File: src/rtl/tmt_pkg.sv
package tmt_pkg;
  typedef struct packed {
    logic       halt;
    logic       up;
    logic [2:0] mode;
  } tmr_ctrl_t;

  localparam logic [2:0] MODE_TO_ZERO = 3'd0;
  localparam logic [2:0] MODE_FREE    = 3'd7;
  localparam int         CTRL_W       = $bits(tmr_ctrl_t);
  localparam tmr_ctrl_t  CTRL_RESET   = '{halt: 1'b1, up: 1'b0, mode: MODE_TO_ZERO};
endpackage

File: src/rtl/tmt_prescaler.sv
module tmt_prescaler #(
  parameter int DIV_W = 16
) (
  input  logic             clk,
  input  logic             rst_n,
  input  logic             enable,
  input  logic [DIV_W-1:0] divide,
  output logic             tick
);
  logic [DIV_W-1:0] pcnt;

  assign tick = enable && (pcnt >= divide);

  always_ff @(posedge clk or negedge rst_n) begin
    if (!rst_n)        pcnt <= '0;
    else if (!enable)  pcnt <= '0;
    else if (tick)     pcnt <= '0;
    else               pcnt <= pcnt + 1'b1;
  end

  // a non-zero divider never yields ticks on two adjacent cycles
  assert_tick_spacing_R8: assert property (@(posedge clk) disable iff (!rst_n)
    (tick && divide != '0 && enable) |=> !tick);
endmodule

File: src/rtl/tmt_channel.sv
module tmt_channel
  import tmt_pkg::*;
#(
  parameter int CNT_W     = 16,
  parameter int DIV_W     = 16,
  parameter int NUM_MATCH = 6
) (
  input  logic                       clk,
  input  logic                       rst_n,
  input  logic                       wr_val,
  input  logic                       wr_div,
  input  logic                       wr_ctrl,
  input  logic [CNT_W-1:0]           wdata_cnt,
  input  logic [DIV_W-1:0]           wdata_div,
  input  tmr_ctrl_t                  wdata_ctrl,
  input  logic [NUM_MATCH*CNT_W-1:0] match_flat,
  output logic [CNT_W-1:0]           value,
  output logic [DIV_W-1:0]           divider,
  output tmr_ctrl_t                  ctrl,
  output logic                       step,
  output logic [CNT_W-1:0]           next_value
);
  logic             tick;
  logic [CNT_W-1:0] target;
  logic             at_target;

  tmt_prescaler #(.DIV_W(DIV_W)) u_presc (
    .clk    (clk),
    .rst_n  (rst_n),
    .enable (!ctrl.halt && !wr_ctrl && !wr_div),
    .divide (divider),
    .tick   (tick)
  );

  always_comb begin
    target    = '0;
    at_target = 1'b0;
    if (ctrl.mode != MODE_FREE) begin
      for (int k = 0; k < NUM_MATCH; k++)
        if (ctrl.mode == 3'(k + 1)) target = match_flat[k*CNT_W +: CNT_W];
      at_target = (value == target);
    end
  end

  assign next_value = ctrl.up ? value + 1'b1 : value - 1'b1;
  assign step       = tick && !at_target && !wr_val;

  always_ff @(posedge clk or negedge rst_n) begin
    if (!rst_n) begin
      value   <= '0;
      divider <= '0;
      ctrl    <= CTRL_RESET;
    end else begin
      if (wr_val)      value <= wdata_cnt;
      else if (step)   value <= next_value;
      if (wr_div)      divider <= wdata_div;
      if (wr_ctrl)     ctrl <= wdata_ctrl;
    end
  end

  assert_halt_holds_R5: assert property (@(posedge clk) disable iff (!rst_n)
    (ctrl.halt && !wr_val) |=> $stable(value));

  assert_target_holds_R7: assert property (@(posedge clk) disable iff (!rst_n)
    (ctrl.mode != MODE_FREE && value == target && !wr_val) |=> $stable(value));

  assert_unit_step_R6: assert property (@(posedge clk) disable iff (!rst_n)
    (!wr_val) |=> (value == $past(value)) || (value == $past(value) + CNT_W'(1))
                  || (value == $past(value) - CNT_W'(1)));
endmodule

File: src/rtl/tmt_match_irq.sv
module tmt_match_irq #(
  parameter int CNT_W     = 16,
  parameter int NUM_MATCH = 6
) (
  input  logic                       clk,
  input  logic                       rst_n,
  input  logic                       step,
  input  logic [CNT_W-1:0]           next_value,
  input  logic [NUM_MATCH*CNT_W-1:0] match_flat,
  input  logic                       ack_wr,
  input  logic [NUM_MATCH-1:0]       ack_data,
  input  logic                       mask_wr,
  input  logic [NUM_MATCH-1:0]       mask_data,
  output logic [NUM_MATCH-1:0]       status,
  output logic [NUM_MATCH-1:0]       mask,
  output logic                       irq
);
  logic [NUM_MATCH-1:0] hit;

  for (genvar k = 0; k < NUM_MATCH; k++) begin : g_hit
    assign hit[k] = step && (next_value == match_flat[k*CNT_W +: CNT_W]);
  end

  always_ff @(posedge clk or negedge rst_n) begin
    if (!rst_n) begin
      status <= '0;
      mask   <= '0;
    end else begin
      status <= (status & ~(ack_wr ? ack_data : '0)) | hit;
      if (mask_wr) mask <= mask_data;
    end
  end

  assign irq = |(status & mask);

  assert_set_needs_step_R9: assert property (@(posedge clk) disable iff (!rst_n)
    (!step) |=> ((status & ~$past(status)) == '0));

  assert_ack_clears_R10: assert property (@(posedge clk) disable iff (!rst_n)
    (ack_wr && !step) |=> ((status & $past(ack_data)) == '0));

  assert_irq_masked_R11: assert property (@(posedge clk) disable iff (!rst_n)
    (mask == '0) |-> !irq);
endmodule

File: src/rtl/twin_match_timer.sv
module twin_match_timer
  import tmt_pkg::*;
#(
  parameter int CNT_W     = 16,
  parameter int DIV_W     = 16,
  parameter int NUM_MATCH = 6,
  parameter int ADDR_W    = 8,
  parameter int DATA_W    = 32
) (
  input  logic              clk,
  input  logic              rst_n,
  input  logic              bus_valid,
  input  logic              bus_write,
  input  logic              sel_tmr,
  input  logic              sel_irq,
  input  logic [ADDR_W-1:0] bus_addr,
  input  logic [DATA_W-1:0] bus_wdata,
  output logic              rd_valid,
  output logic [DATA_W-1:0] rd_data,
  output logic              irq
);
  localparam int WORD_W     = ADDR_W - 2;
  localparam int NUM_CH     = 2;
  localparam int CH_REGS    = 3;
  localparam int MATCH_BASE = NUM_CH * CH_REGS;
  localparam int IRQ_STAT   = 0;
  localparam int IRQ_MASK   = 1;

  logic [WORD_W-1:0] word;
  logic              wr_t, wr_i, rd_acc;
  logic              unused_bits;

  assign word        = bus_addr[ADDR_W-1:2];
  assign unused_bits = ^{bus_addr[1:0], bus_wdata};
  assign wr_t        = bus_valid && bus_write && sel_tmr;
  assign wr_i        = bus_valid && bus_write && sel_irq && !sel_tmr;
  assign rd_acc      = bus_valid && !bus_write && (sel_tmr || sel_irq);

  // shared match registers
  logic [CNT_W-1:0]           match_r [NUM_MATCH];
  logic [NUM_MATCH*CNT_W-1:0] match_flat;

  always_ff @(posedge clk or negedge rst_n) begin
    if (!rst_n) begin
      for (int k = 0; k < NUM_MATCH; k++) match_r[k] <= '0;
    end else begin
      for (int k = 0; k < NUM_MATCH; k++)
        if (wr_t && word == WORD_W'(MATCH_BASE + k)) match_r[k] <= bus_wdata[CNT_W-1:0];
    end
  end

  always_comb
    for (int k = 0; k < NUM_MATCH; k++) match_flat[k*CNT_W +: CNT_W] = match_r[k];

  // two counter channels
  logic [CNT_W-1:0] ch_val  [NUM_CH];
  logic [DIV_W-1:0] ch_div  [NUM_CH];
  tmr_ctrl_t        ch_ctrl [NUM_CH];
  logic [CNT_W-1:0] ch_next [NUM_CH];
  logic [NUM_CH-1:0] ch_step;

  for (genvar c = 0; c < NUM_CH; c++) begin : g_ch
    tmt_channel #(.CNT_W(CNT_W), .DIV_W(DIV_W), .NUM_MATCH(NUM_MATCH)) u_ch (
      .clk        (clk),
      .rst_n      (rst_n),
      .wr_val     (wr_t && word == WORD_W'(c*CH_REGS + 0)),
      .wr_div     (wr_t && word == WORD_W'(c*CH_REGS + 1)),
      .wr_ctrl    (wr_t && word == WORD_W'(c*CH_REGS + 2)),
      .wdata_cnt  (bus_wdata[CNT_W-1:0]),
      .wdata_div  (bus_wdata[DIV_W-1:0]),
      .wdata_ctrl (tmr_ctrl_t'(bus_wdata[CTRL_W-1:0])),
      .match_flat (match_flat),
      .value      (ch_val[c]),
      .divider    (ch_div[c]),
      .ctrl       (ch_ctrl[c]),
      .step       (ch_step[c]),
      .next_value (ch_next[c])
    );
  end

  // interrupt status from channel A only
  logic [NUM_MATCH-1:0] status, mask;

  tmt_match_irq #(.CNT_W(CNT_W), .NUM_MATCH(NUM_MATCH)) u_irq (
    .clk        (clk),
    .rst_n      (rst_n),
    .step       (ch_step[0]),
    .next_value (ch_next[0]),
    .match_flat (match_flat),
    .ack_wr     (wr_i && word == WORD_W'(IRQ_STAT)),
    .ack_data   (bus_wdata[NUM_MATCH-1:0]),
    .mask_wr    (wr_i && word == WORD_W'(IRQ_MASK)),
    .mask_data  (bus_wdata[NUM_MATCH-1:0]),
    .status     (status),
    .mask       (mask),
    .irq        (irq)
  );

  // read path
  logic [DATA_W-1:0] rd_next;

  always_comb begin
    rd_next = '0;
    if (sel_tmr) begin
      for (int c = 0; c < NUM_CH; c++) begin
        if (word == WORD_W'(c*CH_REGS + 0)) rd_next = DATA_W'(ch_val[c]);
        if (word == WORD_W'(c*CH_REGS + 1)) rd_next = DATA_W'(ch_div[c]);
        if (word == WORD_W'(c*CH_REGS + 2)) rd_next = DATA_W'(ch_ctrl[c]);
      end
      for (int k = 0; k < NUM_MATCH; k++)
        if (word == WORD_W'(MATCH_BASE + k)) rd_next = DATA_W'(match_r[k]);
    end else if (sel_irq) begin
      if (word == WORD_W'(IRQ_STAT)) rd_next = DATA_W'(status);
      if (word == WORD_W'(IRQ_MASK)) rd_next = DATA_W'(mask);
    end
  end

  always_ff @(posedge clk or negedge rst_n) begin
    if (!rst_n) begin
      rd_valid <= 1'b0;
      rd_data  <= '0;
    end else begin
      rd_valid <= rd_acc;
      if (rd_acc) rd_data <= rd_next;
    end
  end

  assert_read_pulse_R4: assert property (@(posedge clk) disable iff (!rst_n)
    rd_acc |=> rd_valid);

  assert_no_stray_read_R4: assert property (@(posedge clk) disable iff (!rst_n)
    !rd_acc |=> !rd_valid);
endmodule

File: config.mk
export PLATFORM = sky130hd
export DESIGN_NAME = twin_match_timer
export DESIGN_NICKNAME = d
export VERILOG_FILES = /design/src/rtl/tmt_pkg.sv /design/src/rtl/tmt_prescaler.sv /design/src/rtl/tmt_channel.sv /design/src/rtl/tmt_match_irq.sv /design/src/rtl/twin_match_timer.sv
export SDC_FILE = /design/constraint.sdc
export NUM_CORES = 1
export LEC_CHECK = 0
export ABC_AREA = 1
export BUFFER_PORTS_ARGS = -buffer_cell sky130_fd_sc_hd__buf_4
export CORE_UTILIZATION = 50
export CTS_BUF_LIST = sky130_fd_sc_hd__clkbuf_8 sky130_fd_sc_hd__clkbuf_16
export CTS_CLUSTER_SIZE = 25
export DETAILED_ROUTE_END_ITERATION = 12
export PLACE_DENSITY = 0.75
export SLEW_MARGIN = 10
export SYNTH_ARGS = -nofsm -noshare
export SYNTH_HDL_FRONTEND = slang
export SYNTH_SLANG_ARGS = --single-unit
File: constraint.sdc
create_clock -name clk -period 2.5 [get_ports clk]
set_input_delay 0.25 -clock clk [delete_from_list [all_inputs] [get_ports clk]]
set_output_delay 0.25 -clock clk [all_outputs]
set_load 0.02 [all_outputs]
==> summary.md <==
| Metric | Value |
|---|---|
| Vias per cell | 6.11 |
| Fraction of layout cells with a size suffix above 1 | 0.255 |
| Chip width | 184 um |
| Final setup violation count | 38 |
| Req. time, crit path | 3.00 ns |
| Post-layout min period | 2.73 ns |
| Total power | 12.5 mW |
| Gate Count Post-Synth | 2459 |
| Unrepaired setup endpoints after global routing | true |
| Mapped Area | 0.0166 mm^2 |
| Count leader, synth | nand2_1 |
| Measured slew at the worst slew-check pin | 1.18 ns |
| Synth area leaders | dfrtp_1, nand2_1, o21ai_0 |
| Worst Setup End Kind | register |
| Post-synth cell types | 49 |
| CTS tree | built |
| Hold Crit Class | in -> reg |
| Register bit total from synthesis | 231 |
| Avg Synthesized Cell Area | 6.76 um^2 |
| Fmax | 0.366 GHz |
| Failing checks | setup timing |
| Inserted Clock Buffers | 27 |
| Status | finished with violations |
| Post-Route WL | 82.9 mm |
| Setup WS pre-CTS | -0.504 ns |
| Nets | 2891 |
| H-Tree Depth | 1 |
| Synth async-reset ratio | 1.00 |
| Gr ovfl total | 0 |
| Power density over the cells | 555 mW/mm^2 |
| Initial Utilization | 0.510 |
| Main synth FF type | dfrtp_1 |
| Synth-to-Final Area Change | 35.3% |
| R2R depth | 16 |
| Worst-case clock buffer depth | 3 |
| Worst vdd ir | 576 uV |
| Yosys warnings | 0 |
| Crit-path cells | clkinvlp_4, buf_12, buf_12, ha_4, nand2_1, nor2_4, a21oi_2, buf_6, buf_4, nand3_4, nand3_1, nand2_1, nand2_1, nor2_2, nand3_1, o21ai_1 |
| Worst hold slack | 0.0204 ns |
| Top cells by count, synth | nand2_1, o21ai_0, inv_1, dfrtp_1, nand3_1 |
| Leak | 10.8 nW |
| Area leader, netlist | dfrtp_1 |
| Drt wl/cell | 25.6 um |
| Number of routed nets with antenna violations | 0 |
| Clock sinks | 231 |
| Final Util | 0.690 |
| Gpl congestion | 1.11 |
| Setup Skew | 0.0189 ns |
| Hold Path Stages | 3 |
| GR Util All Layers | 0.473 |
| Number of top-level pins | 80 |
| Largest net degree at the start of global routing | 68 |
| Worst-Skew Late Latency | 0.58 ns |
| Crit path launch type | register |
| Final Worst Setup Slack | -0.232 ns |
| Core Area | 0.0326 mm^2 |
| # DRC | 0 |
| Std cell rows | 66 |
| Endpoints failing hold | 0 |
| Post-synth EDFFs | 0 |
| Reg clk slew, reported paths | 0.06 ns |
| Largest stage delay on the critical path | 0.39 ns |
| DR pass1 iterations | 8 |
| Die H | 184 um |
| Sequential-to-total area share from yosys stat | 0.348 |
| Initial antenna violation count | 2 |
| Worst EP arrival | 3.23 ns |
| Max_slew headroom | 0.210 |
| Post-DP HPWL | 59.6 mm |
| Initial DRC count | 2709 |
| CP dominant cell by count | nand2_1 |
| WS Path Type | reg -> reg |
| Port bufs | 45 |
| Vias in the first global route | 18200 |
| Slowest stage cell, crit path | dfrtp_1 |
| Period utilization | 1.09 |
| Maxcap violations | 0 |
| First-pass GRT wire length | 116 mm |
| Share of the synthesized area in the top cell type | 0.345 |
| Max-slew violation count | 0 |
| Die area | 0.0340 mm^2 |
| CTS Root Buffer Type | clkbuf_16 |
| Vias | 19800 |
| Worst Path Max Fanout | 7 |
## routing by layer
metal  global-route usage  share of wire  up-vias
met2                0.706           0.42     1479
met1                0.609           0.37     9261
met4                0.293          0.080        2
li1                     -              -     8704
met5                    0        0.00017        -
met3                0.124           0.13      356
## worst max-delay path: cells and delay by family (launching register included)
family / cells / cell delay [ns]
AO/OA/AOI/OAI: 2 / 0.20
adder cells (fa/ha/maj): 1 / 0.32
buffers and inverters: 5 / 0.75
flip-flops: 1 / 0.39
AND/OR/NAND/NOR: 8 / 0.97
## layout by cell type, fill, tap and decap left out, types with 8 or more instances in the layout
cell type	count
buf_6	41
o211ai_1	18
inv_2	12
nor2_4	19
nand3_2	51
xor2_1	40
o22ai_1	16
nand3b_1	22
buf_4	290
or2_2	12
nand2_1	710
nor3_1	25
nor2_2	30
nand4_1	35
nor2_1	116
dfrtp_1	226
ha_4	14
nand3_1	132
dlygate4sd3_1	8
nand2_2	81
a21oi_1	92
clkbuf_16	29
xnor2_1	22
nand3_4	8
nand2_4	15
o21ai_0	224
ha_1	48
o21ai_1	34
conb_1	16
a21oi_2	12
buf_12	26
o2111ai_1	18
inv_1	239
## sequential cells by signal (all words and copies together), names as in the netlist, 6 cells and up
name	count
match_flat	96
rd_data	16
u_irq.mask	6
g_ch.u_ch.divider	32
u_irq.status	6
g_ch.u_ch.ctrl	10
g_ch.u_ch.u_presc.pcnt	32
g_ch.u_ch.value	32
## final cells by class
cell class | instances | area (um^2)
repair inverters | 1 | 7.51
flip-flops and latches | 231 | 5790
diodes | 1 | 2.50
repair buffers | 373 | 3420
inverters | 253 | 978
fillers | 2641 | 10100
well taps | 442 | 553
multi-input cells | 1894 | 10900
clock inverters | 17 | 136
clock buffers | 30 | 717
## power by group
group	switching, mW	total [mW]	internal [mW]
sequential	0.451	4.54	4.09
clock	1.70	3.95	2.24
combinational	2.41	3.99	1.58
## logic make-up (layout without fill, tap and decap cells)
| family | Yosys count | count (layout) | synth area share |
|---|---|---|---|
| buffers and inverters | 351 | 674 | 0.0851 |
| flip-flops | 231 | 231 | 0.348 |
| XOR/XNOR | 76 | 76 | 0.0425 |
| AO/OA/AOI/OAI | 455 | 455 | 0.150 |
| AND/OR/NAND/NOR | 1281 | 1283 | 0.326 |
| adder cells (fa/ha/maj) | 64 | 64 | 0.0491 |
| other | 1 | 17 | 0.000226 |
## path summary, 6_finish.rpt
path                                           start                       to  slack [ns]
worst max register to register  g_ch[0].u_ch.ctrl[3]          u_irq.status[3]       -0.23
max in group asynchronous                      rst_n     g_ch[1].u_ch.ctrl[1]        1.33
worst min-delay path                    bus_wdata[8]  g_ch[0].u_ch.divider[8]        0.02
worst min register to register            rd_data[7]               rd_data[7]        0.48
min in group asynchronous                      rst_n           match_flat[77]        0.27
worst max-delay path            g_ch[0].u_ch.ctrl[3]          u_irq.status[3]       -0.23
## metrics by stage
step / instances / TNS, ns / area (um^2)
after global placement: 3112 / -5.90 / 19300
after global routing: 3241 / -7.91 / 22500
after CTS: 3193 / -0.512 / 21200
after detailed placement: 3112 / -7.46 / 19300
after floorplan: 2474 / -0.00899 / 16700
final: 3242 / -4.82 / 22500
## repair_timing
item | in CTS | in global routing
pin swaps | 60 | 129
hold buffers | 8 | 0
resized for setup | 161 | 262
hold endpoints to repair | 74 | 0
setup buffers | 23 | 42
cloned | 3 | 7
endpoints found under the setup margin | 38 | 39
Note: power is estimated with default switching activity, not from simulation.
